## config.mk

```make
export PLATFORM = sky130hd
export DESIGN_NAME = fade_ramp_top
export DESIGN_NICKNAME = d
export VERILOG_FILES = /design/src/rtl/fade_ramp_pkg.sv /design/src/rtl/fade_ramp_dp.sv /design/src/rtl/fade_ramp_ctrl.sv /design/src/rtl/fade_ramp_top.sv
export SDC_FILE = /design/constraint.sdc
export NUM_CORES = 1
export LEC_CHECK = 0
export ABC_AREA = 1
export BUFFER_PORTS_ARGS = -buffer_cell sky130_fd_sc_hd__buf_4
export CAP_MARGIN = 20
export CORE_ASPECT_RATIO = 1.2
export CORE_UTILIZATION = 49
export DETAILED_ROUTE_END_ITERATION = 10
export GPL_ROUTABILITY_DRIVEN = 0
export HOLD_SLACK_MARGIN = 0.12
export PLACE_DENSITY = 0.83
export SYNTH_ARGS = -nofsm -noshare
export SYNTH_HDL_FRONTEND = slang
export SYNTH_HIERARCHICAL = 1
export SYNTH_SLANG_ARGS = --single-unit
```

## constraint.sdc

```tcl
create_clock -name clk -period 2.96 [get_ports clk]
set_input_delay 0.592 -clock clk [delete_from_list [all_inputs] [get_ports clk]]
set_output_delay 0.592 -clock clk [all_outputs]
set_load 0.01 [all_outputs]
```

## src/rtl/fade_ramp_pkg.sv

```systemverilog
package fade_ramp_pkg;

  // Strobes from control to datapath
  typedef struct packed {
    logic loadGain;   // copy software value into the gain register
    logic takeStep;   // apply one (saturating) step
    logic runTimer;   // period timer counts strobes; cleared otherwise
  } dpCmd_t;

  typedef enum logic {
    ST_IDLE = 1'b0,
    ST_RAMP = 1'b1
  } rampState_t;

endpackage

```

## src/rtl/fade_ramp_dp.sv

```systemverilog
module fade_ramp_dp
  import fade_ramp_pkg::*;
#(
  parameter int GAIN_W  = 7,
  parameter int SEL_W   = 2,
  parameter int PERIOD0 = 4,
  parameter int PERIOD1 = 8,
  parameter int PERIOD2 = 16,
  parameter int PERIOD3 = 32
) (
  input  logic              clk,
  input  logic              rstN,
  input  dpCmd_t            cmd,
  input  logic [SEL_W-1:0]  stepSel,
  input  logic [1:0]        periodSel,
  input  logic [GAIN_W-1:0] refLevel,
  input  logic [GAIN_W-1:0] gainWrData,
  input  logic              sampleStb,
  output logic [GAIN_W-1:0] gainCode,
  output logic              periodTick,
  output logic              stepHitsRef,
  output logic              atOrAboveRef
);

  function automatic int maxOf4(int a, int b, int c, int d);
    int m;
    m = a;
    if (b > m) m = b;
    if (c > m) m = c;
    if (d > m) m = d;
    return m;
  endfunction

  localparam int PER_MAX = maxOf4(PERIOD0, PERIOD1, PERIOD2, PERIOD3);
  localparam int CNT_W   = (PER_MAX > 1) ? $clog2(PER_MAX) : 1;
  localparam int SUM_W   = GAIN_W + 1;

  logic [CNT_W-1:0] strobeCnt;
  logic [CNT_W-1:0] perLimit;
  logic [SUM_W-1:0] stepAmt;
  logic [SUM_W-1:0] stepSum;
  logic [GAIN_W-1:0] nextGain;

  // Period code to terminal count
  always_comb begin
    case (periodSel)
      2'd0:    perLimit = CNT_W'(PERIOD0 - 1);
      2'd1:    perLimit = CNT_W'(PERIOD1 - 1);
      2'd2:    perLimit = CNT_W'(PERIOD2 - 1);
      default: perLimit = CNT_W'(PERIOD3 - 1);
    endcase
  end

  assign periodTick = cmd.runTimer && sampleStb && (strobeCnt == perLimit);

  always_ff @(posedge clk) begin
    if (!rstN || !cmd.runTimer) begin
      strobeCnt <= '0;
    end else if (sampleStb) begin
      if (strobeCnt == perLimit) strobeCnt <= '0;
      else                       strobeCnt <= strobeCnt + 1'b1;
    end
  end

  // Saturating step toward the reference
  assign stepAmt      = SUM_W'(1) << stepSel;
  assign stepSum      = {1'b0, gainCode} + stepAmt;
  assign stepHitsRef  = stepSum >= {1'b0, refLevel};
  assign atOrAboveRef = gainCode >= refLevel;
  assign nextGain     = stepHitsRef ? refLevel : stepSum[GAIN_W-1:0];

  always_ff @(posedge clk) begin
    if (!rstN)             gainCode <= '0;
    else if (cmd.loadGain) gainCode <= gainWrData;
    else if (cmd.takeStep) gainCode <= nextGain;
  end

endmodule

```

## src/rtl/fade_ramp_ctrl.sv

```systemverilog
module fade_ramp_ctrl
  import fade_ramp_pkg::*;
(
  input  logic   clk,
  input  logic   rstN,
  input  logic   fadeInEn,
  input  logic   fadeOutEn,
  input  logic   gainWrEn,
  input  logic   zeroCross,
  input  logic   limitHit,
  input  logic   periodTick,
  input  logic   stepHitsRef,
  input  logic   atOrAboveRef,
  output dpCmd_t cmd,
  output logic   rampActive,
  output logic   doneRef,
  output logic   doneLimit
);

  rampState_t state, nextState;
  logic prevEn;
  logic stepArmed;
  logic startEdge;
  logic setRef, setLim;
  logic stayRamp;

  assign startEdge = fadeInEn && !prevEn && !fadeOutEn;

  always_comb begin
    nextState = state;
    cmd       = '0;
    setRef    = 1'b0;
    setLim    = 1'b0;
    case (state)
      ST_IDLE: begin
        cmd.loadGain = gainWrEn;
        if (startEdge) begin
          if (atOrAboveRef) setRef    = 1'b1;
          else              nextState = ST_RAMP;
        end
      end
      ST_RAMP: begin
        cmd.runTimer = 1'b1;
        if (!fadeInEn || fadeOutEn) begin
          nextState = ST_IDLE;
        end else if (limitHit) begin
          nextState = ST_IDLE;
          setLim    = 1'b1;
        end else if (stepArmed && zeroCross) begin
          cmd.takeStep = 1'b1;
          if (stepHitsRef) begin
            nextState = ST_IDLE;
            setRef    = 1'b1;
          end
        end
      end
      default: nextState = ST_IDLE;
    endcase
  end

  assign stayRamp = (state == ST_RAMP) && (nextState == ST_RAMP);

  always_ff @(posedge clk) begin
    if (!rstN) begin
      state     <= ST_IDLE;
      prevEn    <= 1'b0;
      stepArmed <= 1'b0;
      doneRef   <= 1'b0;
      doneLimit <= 1'b0;
    end else begin
      state     <= nextState;
      prevEn    <= fadeInEn;
      doneRef   <= setRef;
      doneLimit <= setLim;
      if (!stayRamp) stepArmed <= 1'b0;
      else           stepArmed <= (stepArmed && !cmd.takeStep) || periodTick;
    end
  end

  assign rampActive = (state == ST_RAMP);

endmodule

```

## src/rtl/fade_ramp_top.sv

```systemverilog
module fade_ramp_top
  import fade_ramp_pkg::*;
#(
  parameter int GAIN_W  = 7,
  parameter int PERIOD0 = 4,
  parameter int PERIOD1 = 8,
  parameter int PERIOD2 = 16,
  parameter int PERIOD3 = 32
) (
  input  logic              clk,
  input  logic              rstN,
  input  logic              fadeInEn,
  input  logic              fadeOutEn,
  input  logic [1:0]        stepSel,
  input  logic [1:0]        periodSel,
  input  logic [GAIN_W-1:0] refLevel,
  input  logic              gainWrEn,
  input  logic [GAIN_W-1:0] gainWrData,
  input  logic              sampleStb,
  input  logic              zeroCross,
  input  logic              limitHit,
  output logic [GAIN_W-1:0] gainCode,
  output logic              rampActive,
  output logic              doneRef,
  output logic              doneLimit
);

  dpCmd_t cmd;
  logic   periodTick, stepHitsRef, atOrAboveRef;

  fade_ramp_ctrl u_ctrl (
    .clk          (clk),
    .rstN         (rstN),
    .fadeInEn     (fadeInEn),
    .fadeOutEn    (fadeOutEn),
    .gainWrEn     (gainWrEn),
    .zeroCross    (zeroCross),
    .limitHit     (limitHit),
    .periodTick   (periodTick),
    .stepHitsRef  (stepHitsRef),
    .atOrAboveRef (atOrAboveRef),
    .cmd          (cmd),
    .rampActive   (rampActive),
    .doneRef      (doneRef),
    .doneLimit    (doneLimit)
  );

  fade_ramp_dp #(
    .GAIN_W  (GAIN_W),
    .SEL_W   (2),
    .PERIOD0 (PERIOD0),
    .PERIOD1 (PERIOD1),
    .PERIOD2 (PERIOD2),
    .PERIOD3 (PERIOD3)
  ) u_dp (
    .clk          (clk),
    .rstN         (rstN),
    .cmd          (cmd),
    .stepSel      (stepSel),
    .periodSel    (periodSel),
    .refLevel     (refLevel),
    .gainWrData   (gainWrData),
    .sampleStb    (sampleStb),
    .gainCode     (gainCode),
    .periodTick   (periodTick),
    .stepHitsRef  (stepHitsRef),
    .atOrAboveRef (atOrAboveRef)
  );

endmodule

```

==> results, run 1 <==
- The endpoint of the worst register-to-register path is u_dp/gainCode[2]$_SDFFE_PN0P_.
- The final layout contains routed wiring with a total length of about 3700 µm.
- The die is about 64 µm tall.
- The initial antenna violation count is 0.
- The fraction of power consumed by sequential logic is 0.417.
- The DRC violation count after routing is 0.
- In this run the horizontal extent of the chip is around 54 µm.
- The instance count after placement with tap cells included is 315.
- The total of warnings raised by yosys is 6.
- The number of ports placed on the die boundary is 36.
- The die outline area is between 3000 and 4000 µm².
- The number of global-route vias before repair is 1556.
- For this block, the via count after detailed routing is 1634.
- In this run, synthesis produced a sequential element count of 17.
- Measured on the finished design, the core utilization comes to 0.6532.
- The number of nets with antenna violations after routing is 0.
- The clock period minus worst slack is 2.736 ns.
- The run finished with clean final reports.
- For flop-to-flop paths, the worst setup slack is between 0.3 and 0.4 ns.
- The number of levels the H-tree was split into is 1.
- Counting flops with a built-in enable in the synthesized netlist gives 0.
- The endpoint arrival time on the critical path is approximately 3 ns.
- The number of cells in the finished layout apart from fillers is about 320.
- Counting stages on the worst path, the most repeated cell is sky130_fd_sc_hd__nand2_1.
- The share of async-settable or async-resettable flops after synthesis is 0.
- sky130_fd_sc_hd__dfxtp_1 takes more of the synthesized area than any other cell.
- The kind of cell with the highest combined delay along the critical path is simple AND/OR/NAND/NOR gates.
- The worst setup path is captured at a flop.
- By count the netlist is led by 47 x sky130_fd_sc_hd__inv_1, 43 x sky130_fd_sc_hd__nand2_1, 21 x sky130_fd_sc_hd__nand3_1.
- The leading cell type by number of instances after synthesis is sky130_fd_sc_hd__inv_1.
- Counting instances, the worst hold path has a depth of 2.
- The clock buffer count from CTS is 3.
- The global-route wire length before repair is 6244 µm.
- Max-cap violations in this run came to 0.
- The filler cell count is 280.
- The startpoint class of the critical path is a primary input.
- The delay of the slowest cell on the worst path is 0.29 ns.
- Setup violations remaining at the end of the flow were counted as 0.
- The detailed-router iteration count before antenna repair is 5.
- Summed over all cells, the static leakage comes to around 1.1 nW.
- Walking the worst path, the cells encountered are buf_4, buf_4, nand2_1, inv_1, ha_1, nand2_1, nand2_1, nand3b_4, nand2_4, nand2_1, nand2_1, inv_1, ha_1, a21oi_2, o21bai_2, a21oi_4, nand2_4, buf_4, nand2_1, nand3_1, a21oi_1.
- In the finished design, the share of the clock period the worst path needs comes to 0.9243.
- TritonCTS built the clock tree.
- The HPWL after detailed placement is roughly 3000 µm.
- In the final routed layout, each cell accounts on average for around 12 µm.
- The fraction of post-synthesis cell area in the top cell type by area is 0.2164.
- Internal power comes to 0.3893 mW.
- The share of power burned in the clock network is 0.227.
- The area of the placeable core is between 3000 and 4000 µm².
- The total nets after synthesis is 281.
- The area added between synthesis and finish is 26.89%.
- The hold-critical path endpoint is u_ctrl/stepArmed$_SDFF_PN0_.
- Of the total power, combinational logic draws 0.356.
- The initial detailed-routing violation count is 64.
- Setup repair after global routing left no endpoint under its margin.
- The netlist uses 36 different library cells.
- The total power is around 0.59 mW.
- The clock arrives with between 0.003 and 0.004 ns of skew.
- The final count of hold timing violations came to 0.
- For this run, the post-layout net count is 330.
- The effective utilization at floorplan is 0.5147.
- The startpoint identified for the worst register-to-register timing path is u_dp/gainCode[0]$_SDFFE_PN0P_.
- The maximum vdd drop is between 0.0002 and 0.00025 V.
- The count of cells along the worst register-to-register path is 18.
- The class of the most critical setup path is in2reg.
- The clock passes through at most 2 buffers.
- Buffers placed on the I/O ports in this run total 35.
- The final number of max-transition violations is 0.
- The tightest min-delay check is of the reg2reg type.
- The actual transition at the worst max-transition pin is ~0.79 ns.
- The average instance area after synthesis is between 6 and 7 µm².
- The power density over the cells is between 200 and 300 nW/µm².
- The share of cells above drive strength 1 is 0.2756.
- The highest achievable clock rate is 365.5 MHz.
- The clock slew seen by the registers of the worst setup and hold paths is 0.11 ns.
- The switching part of the total is 0.3443.
- Among all stages on the critical path, the largest delay is contributed by sky130_fd_sc_hd__ha_1.
- Summing every instance area after synthesis gives 1573 µm².
- The repair_antennas step left the layout with diodes totalling 0.
- By area the synthesized netlist is led by sky130_fd_sc_hd__dfxtp_1 22%, sky130_fd_sc_hd__ha_1 15%, sky130_fd_sc_hd__inv_1 11%, sky130_fd_sc_hd__nand2_1 10%, sky130_fd_sc_hd__nand3_1 6.7%.
- In this run the cell area measured after placement is roughly 2000 µm².
- The launch instance of the worst min-delay path is u_ctrl/stepArmed$_SDFF_PN0_.
- The buffer cell driving the clock tree root is sky130_fd_sc_hd__clkbuf_4.
- The number of buffers added for setup after CTS is 0.
- The worst pin sits at a relative slew slack of 0.4743.
- The number of clock sinks is 17.
- The finished layout cell area is between 1500 and 2000 µm².
- The required time of the worst setup path is around 3.2 ns.
- The pin count of the biggest net entering global routing is 10.
- For this run, the leading register cell type out of synthesis is sky130_fd_sc_hd__dfxtp_1.
- The clock insertion delay at the later pin of the skew report is 0.30 ns.
- For this run the aggregate overflow at the end of global routing stands at 0.
- Dividing the detail-routed via count by the number of cells gives between 5 and 6.
- The sum of negative setup slack is 0 ns.
- Counting every instance in the synthesized netlist gives roughly 240.
- The switching power total is 0.2044 mW.
- The floorplan has 22 rows.
- Counting both buffers and inverters, the worst setup path holds a total of 5.
- For this run, the register share of the synthesized area comes to 0.2164.
- In the global route stage, overall resource usage came out at 0.2394.
- The biggest fanout along the worst timing path is 4.
repair_timing:
action	CTS	global route
hold endpoints to repair	0	0
setup endpoints to repair	0	9
hold buffers	0	0
gates resized for setup	0	6
layout make-up:
type | instances | area [µm²] | area share
Multi-Input combinational cell | 160 | 1028 | 0.5154
Timing Repair Buffer | 46 | 345.3 | 0.1730
Sequential cell | 17 | 340.3 | 0.1705
Inverter | 56 | 210.2 | 0.1053
Tap cell | 36 | 45.04 | 0.02257
Clock buffer | 4 | 26.28 | 0.01317
worst max path at each step:
stage	from	to	slack (ns)	cells after the start
2_1_floorplan	stepSel[1]	u_ctrl/stepArmed$_SDFF_PN0_	0.08	18
3_3_place_gp	stepSel[1]	u_ctrl/rampActive$_SDFF_PN0_	-0.10	20
3_5_place_dp	stepSel[1]	u_ctrl/rampActive$_SDFF_PN0_	-0.21	20
4_1_cts	stepSel[1]	u_ctrl/rampActive$_SDFF_PN0_	0.12	20
5_1_grt	stepSel[1]	u_dp/gainCode[1]$_SDFFE_PN0P_	0.04	20
6_report	stepSel[0]	u_dp/gainCode[2]$_SDFFE_PN0P_	0.22	21
worst register-to-register path, stage by stage, from the launching register on:
cell and delay, ns:
sky130_fd_sc_hd__dfxtp_1 0.42, sky130_fd_sc_hd__ha_2 0.21, sky130_fd_sc_hd__inv_1 0.05, sky130_fd_sc_hd__fa_2 0.34, sky130_fd_sc_hd__inv_1 0.07, sky130_fd_sc_hd__nand3_1 0.06
sky130_fd_sc_hd__nand2_1 0.10, sky130_fd_sc_hd__nand4_1 0.08, sky130_fd_sc_hd__nand2_1 0.11, sky130_fd_sc_hd__inv_1 0.06, sky130_fd_sc_hd__ha_1 0.29, sky130_fd_sc_hd__inv_1 0.07
sky130_fd_sc_hd__o21bai_2 0.09, sky130_fd_sc_hd__a21oi_4 0.16, sky130_fd_sc_hd__nand2_4 0.08, sky130_fd_sc_hd__buf_4 0.15, sky130_fd_sc_hd__nand2_1 0.05, sky130_fd_sc_hd__nand3_1 0.07
sky130_fd_sc_hd__a21oi_1 0.13
registers in the layout (all words and copies together) (netlist names):
register,flops
u_ctrl/prevEn,1
u_ctrl/doneLimit,1
u_dp/gainCode,7
u_ctrl/stepArmed,1
u_ctrl/doneRef,1
u_ctrl/rampActive,1
u_dp/strobeCnt,5
through the flow:
stage | worst slack [ns] | hold WS [ns]
floorplan | 0.07758 | 0.4464
global placement | -0.1002 | 0.4558
detailed placement | -0.2088 | 0.4624
CTS | 0.1151 | 0.4778
global route | 0.03797 | 0.4856
finish | 0.2241 | 0.4750
cell usage in the layout, fill, tap and decap left out, types with 3 or more instances in the layout:
cell / n
sky130_fd_sc_hd__inv_1: 47
sky130_fd_sc_hd__buf_4: 46
sky130_fd_sc_hd__nand2_1: 43
sky130_fd_sc_hd__nand3_1: 21
sky130_fd_sc_hd__ha_1: 18
sky130_fd_sc_hd__nor2_1: 17
sky130_fd_sc_hd__dfxtp_1: 17
sky130_fd_sc_hd__a21oi_1: 12
sky130_fd_sc_hd__inv_2: 8
sky130_fd_sc_hd__a22oi_1: 7
sky130_fd_sc_hd__nand4_1: 5
sky130_fd_sc_hd__a21oi_2: 4
sky130_fd_sc_hd__clkbuf_4: 3
sky130_fd_sc_hd__nor2_2: 3
sky130_fd_sc_hd__nand2_2: 3
power by group through the flow:
stage / clock network, mW / registers, mW / logic, mW
after global routing: 0.148 / 0.250 / 0.234
after detailed placement: 0 / 0.253 / 0.206
after CTS: 0.137 / 0.248 / 0.207
final: 0.135 / 0.248 / 0.211
after global placement: 0 / 0.253 / 0.199
after floorplan: 0 / 0.253 / 0.119
metal layers:
layer  GRT usage  up-vias  wire, µm
li1            -      850         -
met3     0.01667        9       136
met2      0.4259       48      1925
met4     0.09539        0        47
met1      0.2820      727      1617
met5           0        -         0
logic make-up (layout without fill, tap and decap cells):
logic type,after synthesis,after routing,share of synthesized area
AND/OR/NAND/NOR,105,105,0.3294
buffers and inverters,58,106,0.1416
AO/OA/AOI/OAI,32,32,0.1321
adder cells (fa/ha/maj),20,20,0.1639
flip-flops,17,17,0.2164
XOR/XNOR,3,3,0.01671
(Power assumes the default switching activity.)
==> run 2, diff against run 1 <==
- RECOVER_POWER: unset -> 25
==> run 2 against run 1 <==
Effect of this change: sequential power about the same; fmax about the same; critical path type unchanged; utilization decreased by 0.49 points; worst hold slack got worse by 0.00057 ns; die area unchanged; global-route usage unchanged.
==> results, run 2 (synthesis gave the netlist of run 1 again) <==
- RSZ-0062 raised after global routing: false (unchanged).
- The die boundary height came to 64.06 µm (unchanged).
- The global routing met3 resource utilization was 0.01667 (unchanged).
- The switching power total was 0.2019 mW (was 0.2044 mW).
- The clock slew seen by the registers of the worst setup and hold paths came to 0.10 ns (was 0.11 ns).
- The endpoint arrival time on the critical path was 2.98 ns (was 2.97 ns).
- The global route total overflow is 0 (unchanged).
- The finished layout cell area is 1981 µm² (was 1996 µm²).
- The DRC violation count after routing is 0 (unchanged).
- The post-placement cell area is 1951 µm² (unchanged).
- The worst-case hold slack came to 0.4744 ns (was 0.4750 ns).
- The number of failing setup endpoints in the final timing report was 0 (unchanged).
- Registers with the highest flip-flop counts: u_dp/gainCode: 7 flops, u_dp/strobeCnt: 5 flops (unchanged).
- The total internal power is 0.3877 mW (was 0.3893 mW).
- The end-of-flow core utilization is 0.6482 (was 0.6532).
- The switching part of the total came to 0.3424 (was 0.3443).
- The buffer cell driving the clock tree root was sky130_fd_sc_hd__clkbuf_4 (unchanged).
- The maximum number of buffers from clock root to sink came to 2 (unchanged).
- The register with the most flip-flops is u_dp/gainCode (unchanged).
- The actual transition at the worst max-transition pin is 0.7845 ns (was 0.7857 ns).
- The post-placement setup slack is -0.2088 ns (unchanged).
- The initial detailed-routing violation count is 65 (was 64).
- The initial antenna violation count was 0 (unchanged).
- The number of port buffers is 35 (unchanged).
- The number of hold buffers added after cts is 0 (unchanged).
- The instance count after placement with tap cells included is 315 (unchanged).
- The most common library cell in the layout ignoring fill and taps is sky130_fd_sc_hd__inv_1 (unchanged).
- The die outline area came to 3441 µm² (unchanged).
- The placed wire-length estimate is 3017 µm (unchanged).
- The area added between synthesis and finish is 25.93% (was 26.89%).
- The net total in the final layout is 330 (unchanged).
- The share of power burned in the clock network was 0.225 (was 0.227).
- The biggest fanout along the worst timing path is 3 (was 4).
- Commonest non-fill, non-tap cells in the layout: 48 x sky130_fd_sc_hd__inv_1, 43 x sky130_fd_sc_hd__nand2_1, 42 x sky130_fd_sc_hd__buf_4 (was 47 x sky130_fd_sc_hd__inv_1, 46 x sky130_fd_sc_hd__buf_4, 43 x sky130_fd_sc_hd__nand2_1).
- The global-route layer with the greatest usage is met2 (unchanged).
- The startpoint class of the critical path is a primary input (unchanged).
- The number of cells in the finished layout apart from fillers is 319 (unchanged).
- The number of rows created at floorplan was 22 (unchanged).
- The number of global-route vias before repair came to 1556 (unchanged).
- The share of cells above drive strength 1 is 0.2580 (was 0.2756).
- The area of the placeable core was 3055 µm² (unchanged).
- The CTS tree was yes (unchanged).
- The filler cell count came to 285 (was 280).
- The leakage power of the design is 1.095 nW (was 1.109 nW).
- The number of ports placed on the die boundary is 36 (unchanged).
- The pin count of the biggest net entering global routing is 10 (unchanged).
- The final number of max-transition violations is 0 (unchanged).
- The global-route wire length before repair was 6244 µm (unchanged).
- The maximum vdd drop is 0.0002418 V (was 0.0002431 V).
- The effective utilization at floorplan was 0.5147 (unchanged).
- The class of the most critical setup path is in2reg (unchanged).
- The worst slew slack as a fraction of its limit was 0.4751 (was 0.4743).
- The critical path endpoint category is a flop (unchanged).
- The antenna diode count came to 0 (unchanged).
- The met1 track demand over resource is 0.2820 (unchanged).
- The sum of negative setup slack is 0 ns (unchanged).
- The number of clock sinks came to 17 (unchanged).
- The highest achievable clock rate is 365.4 MHz (was 365.5 MHz).
- The period utilization is 0.9247 (was 0.9243).
- The worst path setup slack after routing is 0.2230 ns (was 0.2241 ns).
- The final count of hold timing violations is 0 (unchanged).
- The power share of the combinational group is 0.355 (was 0.356).
- The total power is 0.5896 mW (was 0.5938 mW).
- The routed via count was 1627 (was 1634).
- The detailed-router iteration count before antenna repair was 4 (was 5).
- The type of the most critical hold path is reg2reg (unchanged).
- The clock buffer count from CTS was 3 (unchanged).
- The number of flip-flops in the largest register came to 7 (unchanged).
- The required time of the worst setup path was 3.20 ns (about the same).
- The clock insertion delay at the later pin of the skew report is 0.30 ns (about the same).
- The met2 track demand over resource in global routing is 0.4259 (unchanged).
- The number of nets with antenna violations after routing was 0 (unchanged).
- The fraction of power consumed by sequential logic was 0.420 (was 0.417).
- The final worst clock skew came to 0.006044 ns (was 0.003912 ns).
- Run status: finished, final reports clean (unchanged).
- The final wirelength was 3715 µm (was 3727 µm).
- The detail-routed via count per cell came to 5.100 (was 5.122).
- The reg-to-reg setup timing slack is 0.32 ns (was 0.31 ns).
- The reported max-cap violation count was 0 (unchanged).
- The power density over the cells is 297.7 nW/µm² (was 297.5 nW/µm²).
- The number of buffers added for setup after CTS is 0 (unchanged).
- The die outline width came to 53.72 µm (unchanged).
- The total global-route track usage is 0.2394 (unchanged).
- The average wire length per cell after detail routing is 11.65 µm (was 11.68 µm).
- The number of levels the H-tree was split into is 1 (unchanged).
- The clock period minus worst slack came to 2.737 ns (was 2.736 ns).
## run 2: changes by cell type in the layout (fill, tap and decap cells not counted), sizes merged
cell    previous run  this run
buf               46        42
clkbuf             4         8
## run 2: power groups by stage
stage	registers, mW	logic [mW]	clock network, mW
2_1_floorplan	0.253	0.119	0
3_3_place_gp	0.253	0.199	0
3_5_place_dp	0.253	0.206	0
4_1_cts	0.248	0.207	0.137
5_1_grt	0.250	0.232	0.148
6_report	0.248	0.209	0.133
## run 2: final cells by class
class                           count  area (µm²)  area share
Clock buffer                        4       26.28     0.01327
Sequential cell                    17       340.3      0.1718
Timing Repair Buffer               46       330.3      0.1668
Multi-Input combinational cell    160        1028      0.5193
Inverter                           56       210.2      0.1061
Tap cell                           36       45.04     0.02274
## run 2: timing repair
| action | in CTS | in global routing |
|---|---|---|
| hold endpoints to repair | 0 | 0 |
| gates resized for setup | 0 | 6 |
| endpoints found under the setup margin | 0 | 9 |
## run 2: per-layer routing
| metal | up-vias | part of all wire |
|---|---|---|
| li1 | 850 | - |
| met1 | 735 | 0.43 |
| met2 | 38 | 0.52 |
| met3 | 4 | 0.035 |
| met4 | 0 | 0.0083 |
| met5 | - | 0 |
## run 2: worst paths after layout
path	startpoint	cells after the start	endpoint
max reg2reg	u_dp/gainCode[0]$_SDFFE_PN0P_	18	u_ctrl/stepArmed$_SDFF_PN0_
max	stepSel[0]	21	u_ctrl/stepArmed$_SDFF_PN0_
min reg2reg	u_ctrl/stepArmed$_SDFF_PN0_	2	u_ctrl/stepArmed$_SDFF_PN0_
min	u_ctrl/stepArmed$_SDFF_PN0_	2	u_ctrl/stepArmed$_SDFF_PN0_
## run 2: worst max-delay path, cell delays in order
cell and delay [ns]:
sky130_fd_sc_hd__buf_4 0.11, sky130_fd_sc_hd__buf_4 0.13, sky130_fd_sc_hd__nand2_1 0.11, sky130_fd_sc_hd__inv_1 0.05, sky130_fd_sc_hd__ha_1 0.28, sky130_fd_sc_hd__nand2_1 0.05, sky130_fd_sc_hd__nand2_1 0.13, sky130_fd_sc_hd__nand3b_4 0.10
sky130_fd_sc_hd__nand2_4 0.06, sky130_fd_sc_hd__nand2_1 0.05, sky130_fd_sc_hd__nand2_1 0.09, sky130_fd_sc_hd__inv_1 0.05, sky130_fd_sc_hd__ha_1 0.29, sky130_fd_sc_hd__a21oi_2 0.14, sky130_fd_sc_hd__o21bai_2 0.09, sky130_fd_sc_hd__a21oi_4 0.16
sky130_fd_sc_hd__nand2_4 0.08, sky130_fd_sc_hd__clkinv_1 0.06, sky130_fd_sc_hd__nor2_2 0.04, sky130_fd_sc_hd__nand3b_2 0.21, sky130_fd_sc_hd__a21oi_2 0.11
==> run 3, diff against run 2 <==
- CORE_ASPECT_RATIO: 1.2 -> 0.9
==> run 3 against run 2 <==
Effect of this change: the run now ends with design-rule violations left; highest routed layer unchanged; worst setup slack got worse by 0.017 ns; clock power fell by 5%; largest cell class unchanged; first-iteration DRC count rose by 49%; final cell count rose by 2.2%.
==> results, run 3 (synthesis gave the netlist of run 1 again) <==
- Run status: finished with violations (was finished, final reports clean).
- The checks that failed: design-rule violations.
- The final worst clock skew is 0.002005 ns (was 0.006044 ns).
- RSZ-0062 raised after global routing: false (unchanged).
- The detailed-router iteration count before antenna repair is 7 (was 4).
- The cell family contributing the most delay on the critical path is adder cells (was simple AND/OR/NAND/NOR gates).
- The share of cells above drive strength 1 is 0.2430 (was 0.2580).
- The number of failing setup endpoints in the final timing report came to 0 (unchanged).
- The highest achievable clock rate is 363.1 MHz (was 365.4 MHz).
- The delay of the slowest cell on the worst path is 0.39 ns (was 0.29 ns).
- The number of global-route vias before repair is 1432 (was 1556).
- The die outline area is 3441 µm² (about the same).
- The type of the most critical hold path is reg2reg (unchanged).
- The number of cells on the critical path is 19 (was 21).
- The number of ports placed on the die boundary is 36 (unchanged).
- The register with the most flip-flops is u_dp/gainCode (unchanged).
- The cell with the largest stage delay on the worst path is sky130_fd_sc_hd__fa_1 (was sky130_fd_sc_hd__ha_1).
- The number of hold buffers added after cts is 0 (unchanged).
- The required time of the worst setup path is 3.19 ns (was 3.20 ns).
- The clock period minus worst slack is 2.754 ns (was 2.737 ns).
- The cell occurring most often along the worst timing path was sky130_fd_sc_hd__inv_1 (was sky130_fd_sc_hd__nand2_1).
- The maximum number of buffers from clock root to sink is 2 (unchanged).
- The initial antenna violation count is 0 (unchanged).
- The number of cells in the finished layout apart from fillers is 326 (was 319).
- The net total in the final layout came to 331 (was 330).
- The average wire length per cell after detail routing is 10.66 µm (was 11.65 µm).
- The antenna diode count was 0 (unchanged).
- The pin count of the biggest net entering global routing came to 10 (unchanged).
- The startpoint of the most critical register-to-register path is u_dp/gainCode[0]$_SDFFE_PN0P_ (unchanged).
- The CTS tree is yes (unchanged).
- The number of port buffers is 35 (unchanged).
- CP cell instances: buf_4, nor2_1, ha_1, inv_1, fa_1, inv_1, nand3_1, nand2_1, xor2_1, inv_1, ha_1, a21oi_1, o21bai_2, a21oi_4, nand2_4, clkinv_1, nor2_2, nand3b_2, a21oi_2 (was buf_4, buf_4, nand2_1, inv_1, ha_1, nand2_1, nand2_1, nand3b_4, nand2_4, nand2_1, nand2_1, inv_1, ha_1, a21oi_2, o21bai_2, a21oi_4, nand2_4, clkinv_1, nor2_2, nand3b_2, a21oi_2).
- The count of cells along the worst register-to-register path is 17 (was 18).
- The worst-case hold slack is 0.4754 ns (was 0.4744 ns).
- The placed wire-length estimate is 2905 µm (was 3017 µm).
- The met1 routed wirelength after detailed routing was 1693 µm (was 1611 µm).
- The class of the most critical setup path is in2reg (unchanged).
- The biggest fanout along the worst timing path is 3 (unchanged).
- The die outline width was 61.72 µm (was 53.72 µm).
- The clock insertion delay at the later pin of the skew report is 0.29 ns (was 0.30 ns).
- The most common library cell in the layout ignoring fill and taps is sky130_fd_sc_hd__inv_1 (unchanged).
- The worst path setup slack after routing is 0.2056 ns (was 0.2230 ns).
- The critical path endpoint category is a flop (unchanged).
- The number of rows created at floorplan is 19 (was 22).
- The final number of max-transition violations was 0 (unchanged).
- The endpoint arrival time on the critical path came to 2.99 ns (was 2.98 ns).
- The number of buffers added for setup after CTS came to 0 (unchanged).
- The number of buffer and inverter instances along the worst setup path is 5 (unchanged).
- The post-placement setup slack is -0.1012 ns (was -0.2088 ns).
- The area added between synthesis and finish is 25.93% (unchanged).
- The actual transition at the worst max-transition pin is 0.7584 ns (was 0.7845 ns).
- The worst slew slack as a fraction of its limit is 0.4925 (was 0.4751).
- The termination of the worst setup path is u_ctrl/stepArmed$_SDFF_PN0_ (unchanged).
- The clock slew seen by the registers of the worst setup and hold paths came to 0.10 ns (about the same).
- The detail-routed via count per cell was 4.929 (was 5.100).
- The instance count after placement with tap cells included is 322 (was 315).
- The effective utilization at floorplan came to 0.5129 (was 0.5147).
- The global-route wire length before repair was 5871 µm (was 6244 µm).
- The endpoint of the worst register-to-register path was u_ctrl/stepArmed$_SDFF_PN0_ (unchanged).
- The number of clock sinks is 17 (unchanged).
- The wire length on met2 is 1564 µm (was 1940 µm).
- The clock buffer count from CTS came to 3 (unchanged).
- The routed via count came to 1607 (was 1627).
- The number of levels the H-tree was split into is 1 (unchanged).
- The area of the placeable core was 3067 µm² (was 3055 µm²).
- The launching instance or port of the critical path is stepSel[1] (was stepSel[0]).
- The DRC violation count after routing was 1 (was 0).
- The initial detailed-routing violation count was 97 (was 65).
- The period utilization was 0.9306 (was 0.9247).
- Commonest non-fill, non-tap cells in the layout: 48 x sky130_fd_sc_hd__inv_1, 43 x sky130_fd_sc_hd__buf_4, 43 x sky130_fd_sc_hd__nand2_1 (was 48 x sky130_fd_sc_hd__inv_1, 43 x sky130_fd_sc_hd__nand2_1, 42 x sky130_fd_sc_hd__buf_4).
- The end-of-flow core utilization is 0.6459 (was 0.6482).
- The met3 wire length is 191 µm (was 131 µm).
- The reg-to-reg setup timing slack was 0.30 ns (was 0.32 ns).
- The leakage power of the design was 1.101 nW (was 1.095 nW).
- The final count of hold timing violations came to 0 (unchanged).
- The maximum vdd drop is 0.0002012 V (was 0.0002418 V).
- The final wirelength is 3476 µm (was 3715 µm).
- The buffer cell driving the clock tree root was sky130_fd_sc_hd__clkbuf_4 (unchanged).
- The global route total overflow is 0 (unchanged).
- The power density over the cells was 292.5 nW/µm² (was 297.7 nW/µm²).
- The die boundary height is 55.75 µm (was 64.06 µm).
- The total global-route track usage is 0.2214 (was 0.2394).
- The startpoint class of the critical path is a primary input (unchanged).
- The reported max-cap violation count came to 0 (unchanged).
- Registers with the highest flip-flop counts: u_dp/gainCode: 7 flops, u_dp/strobeCnt: 5 flops (unchanged).
- The highest routing layer actually used is met4 (unchanged).
- The number of nets with antenna violations after routing is 0 (unchanged).
- The number of flip-flops in the largest register is 7 (unchanged).
==> run 3: area by class of cell <==
type,instances,area (µm²)
clock buffer,4,26.28
fill,293,1086
inverter,56,210.2
multi-input combinational,160,1013
sequential,17,340.3
tap,42,52.55
timing repair buffer,47,337.8
==> run 3: routing by layer <==
metal  track usage  up-vias
met2        0.3456       47
met1        0.3074      707
met5             0        -
met4       0.05079        0
li1              -      849
met3       0.04884        4
==> run 3: where the power goes <==
group	switching, mW	internal, mW
sequential	0.0116	0.236
clock	0.0739	0.0525
combinational	0.107	0.0984
total	0.192	0.387
==> run 3: worst register-to-register path: stages, from the launching register on <==
cell                       delay (ns)
sky130_fd_sc_hd__dfxtp_1         0.40
sky130_fd_sc_hd__ha_1            0.19
sky130_fd_sc_hd__inv_1           0.05
sky130_fd_sc_hd__fa_1            0.39
sky130_fd_sc_hd__inv_1           0.09
sky130_fd_sc_hd__nand3_1         0.06
sky130_fd_sc_hd__nand2_1         0.10
sky130_fd_sc_hd__xor2_1          0.18
sky130_fd_sc_hd__inv_1           0.06
sky130_fd_sc_hd__ha_1            0.17
sky130_fd_sc_hd__a21oi_1         0.17
sky130_fd_sc_hd__o21bai_2        0.09
sky130_fd_sc_hd__a21oi_4         0.16
sky130_fd_sc_hd__nand2_4         0.07
sky130_fd_sc_hd__clkinv_1        0.05
sky130_fd_sc_hd__nor2_2          0.04
sky130_fd_sc_hd__nand3b_2        0.22
sky130_fd_sc_hd__a21oi_2         0.12
==> run 3: how the worst min path moves through the flow <==
stage / start / endpoint / slack (ns) / cells past startpoint
final: u_ctrl/stepArmed$_SDFF_PN0_ / u_ctrl/stepArmed$_SDFF_PN0_ / 0.48 / 2
after global routing: sampleStb / u_dp/strobeCnt[1]$_SDFFE_PP0P_ / 0.49 / 2
after global placement: u_ctrl/stepArmed$_SDFF_PN0_ / u_ctrl/stepArmed$_SDFF_PN0_ / 0.46 / 2
after detailed placement: u_ctrl/stepArmed$_SDFF_PN0_ / u_ctrl/stepArmed$_SDFF_PN0_ / 0.46 / 2
after CTS: u_ctrl/stepArmed$_SDFF_PN0_ / u_ctrl/stepArmed$_SDFF_PN0_ / 0.47 / 2
after floorplan: u_ctrl/stepArmed$_SDFF_PN0_ / u_ctrl/stepArmed$_SDFF_PN0_ / 0.45 / 2
==> run 3: repair_timing <==
item / in CTS / in global routing
endpoints found under the hold margin: 0 / 0
setup endpoints to repair: 0 / 2
gates resized for setup: 0 / 1
==> run 3: per-stage QoR <==
| stage | TNS, ns | cell area [µm²] | total power, mW |
|---|---|---|---|
| 6_report | 0 | 1981 | 0.5793 |
| 4_1_cts | 0 | 1992 | 0.5841 |
| 3_3_place_gp | -0.2012 | 1966 | 0.4511 |
| 2_1_floorplan | 0 | 1573 | 0.3722 |
| 5_1_grt | 0 | 1981 | 0.6178 |
| 3_5_place_dp | -0.6047 | 1966 | 0.4574 |
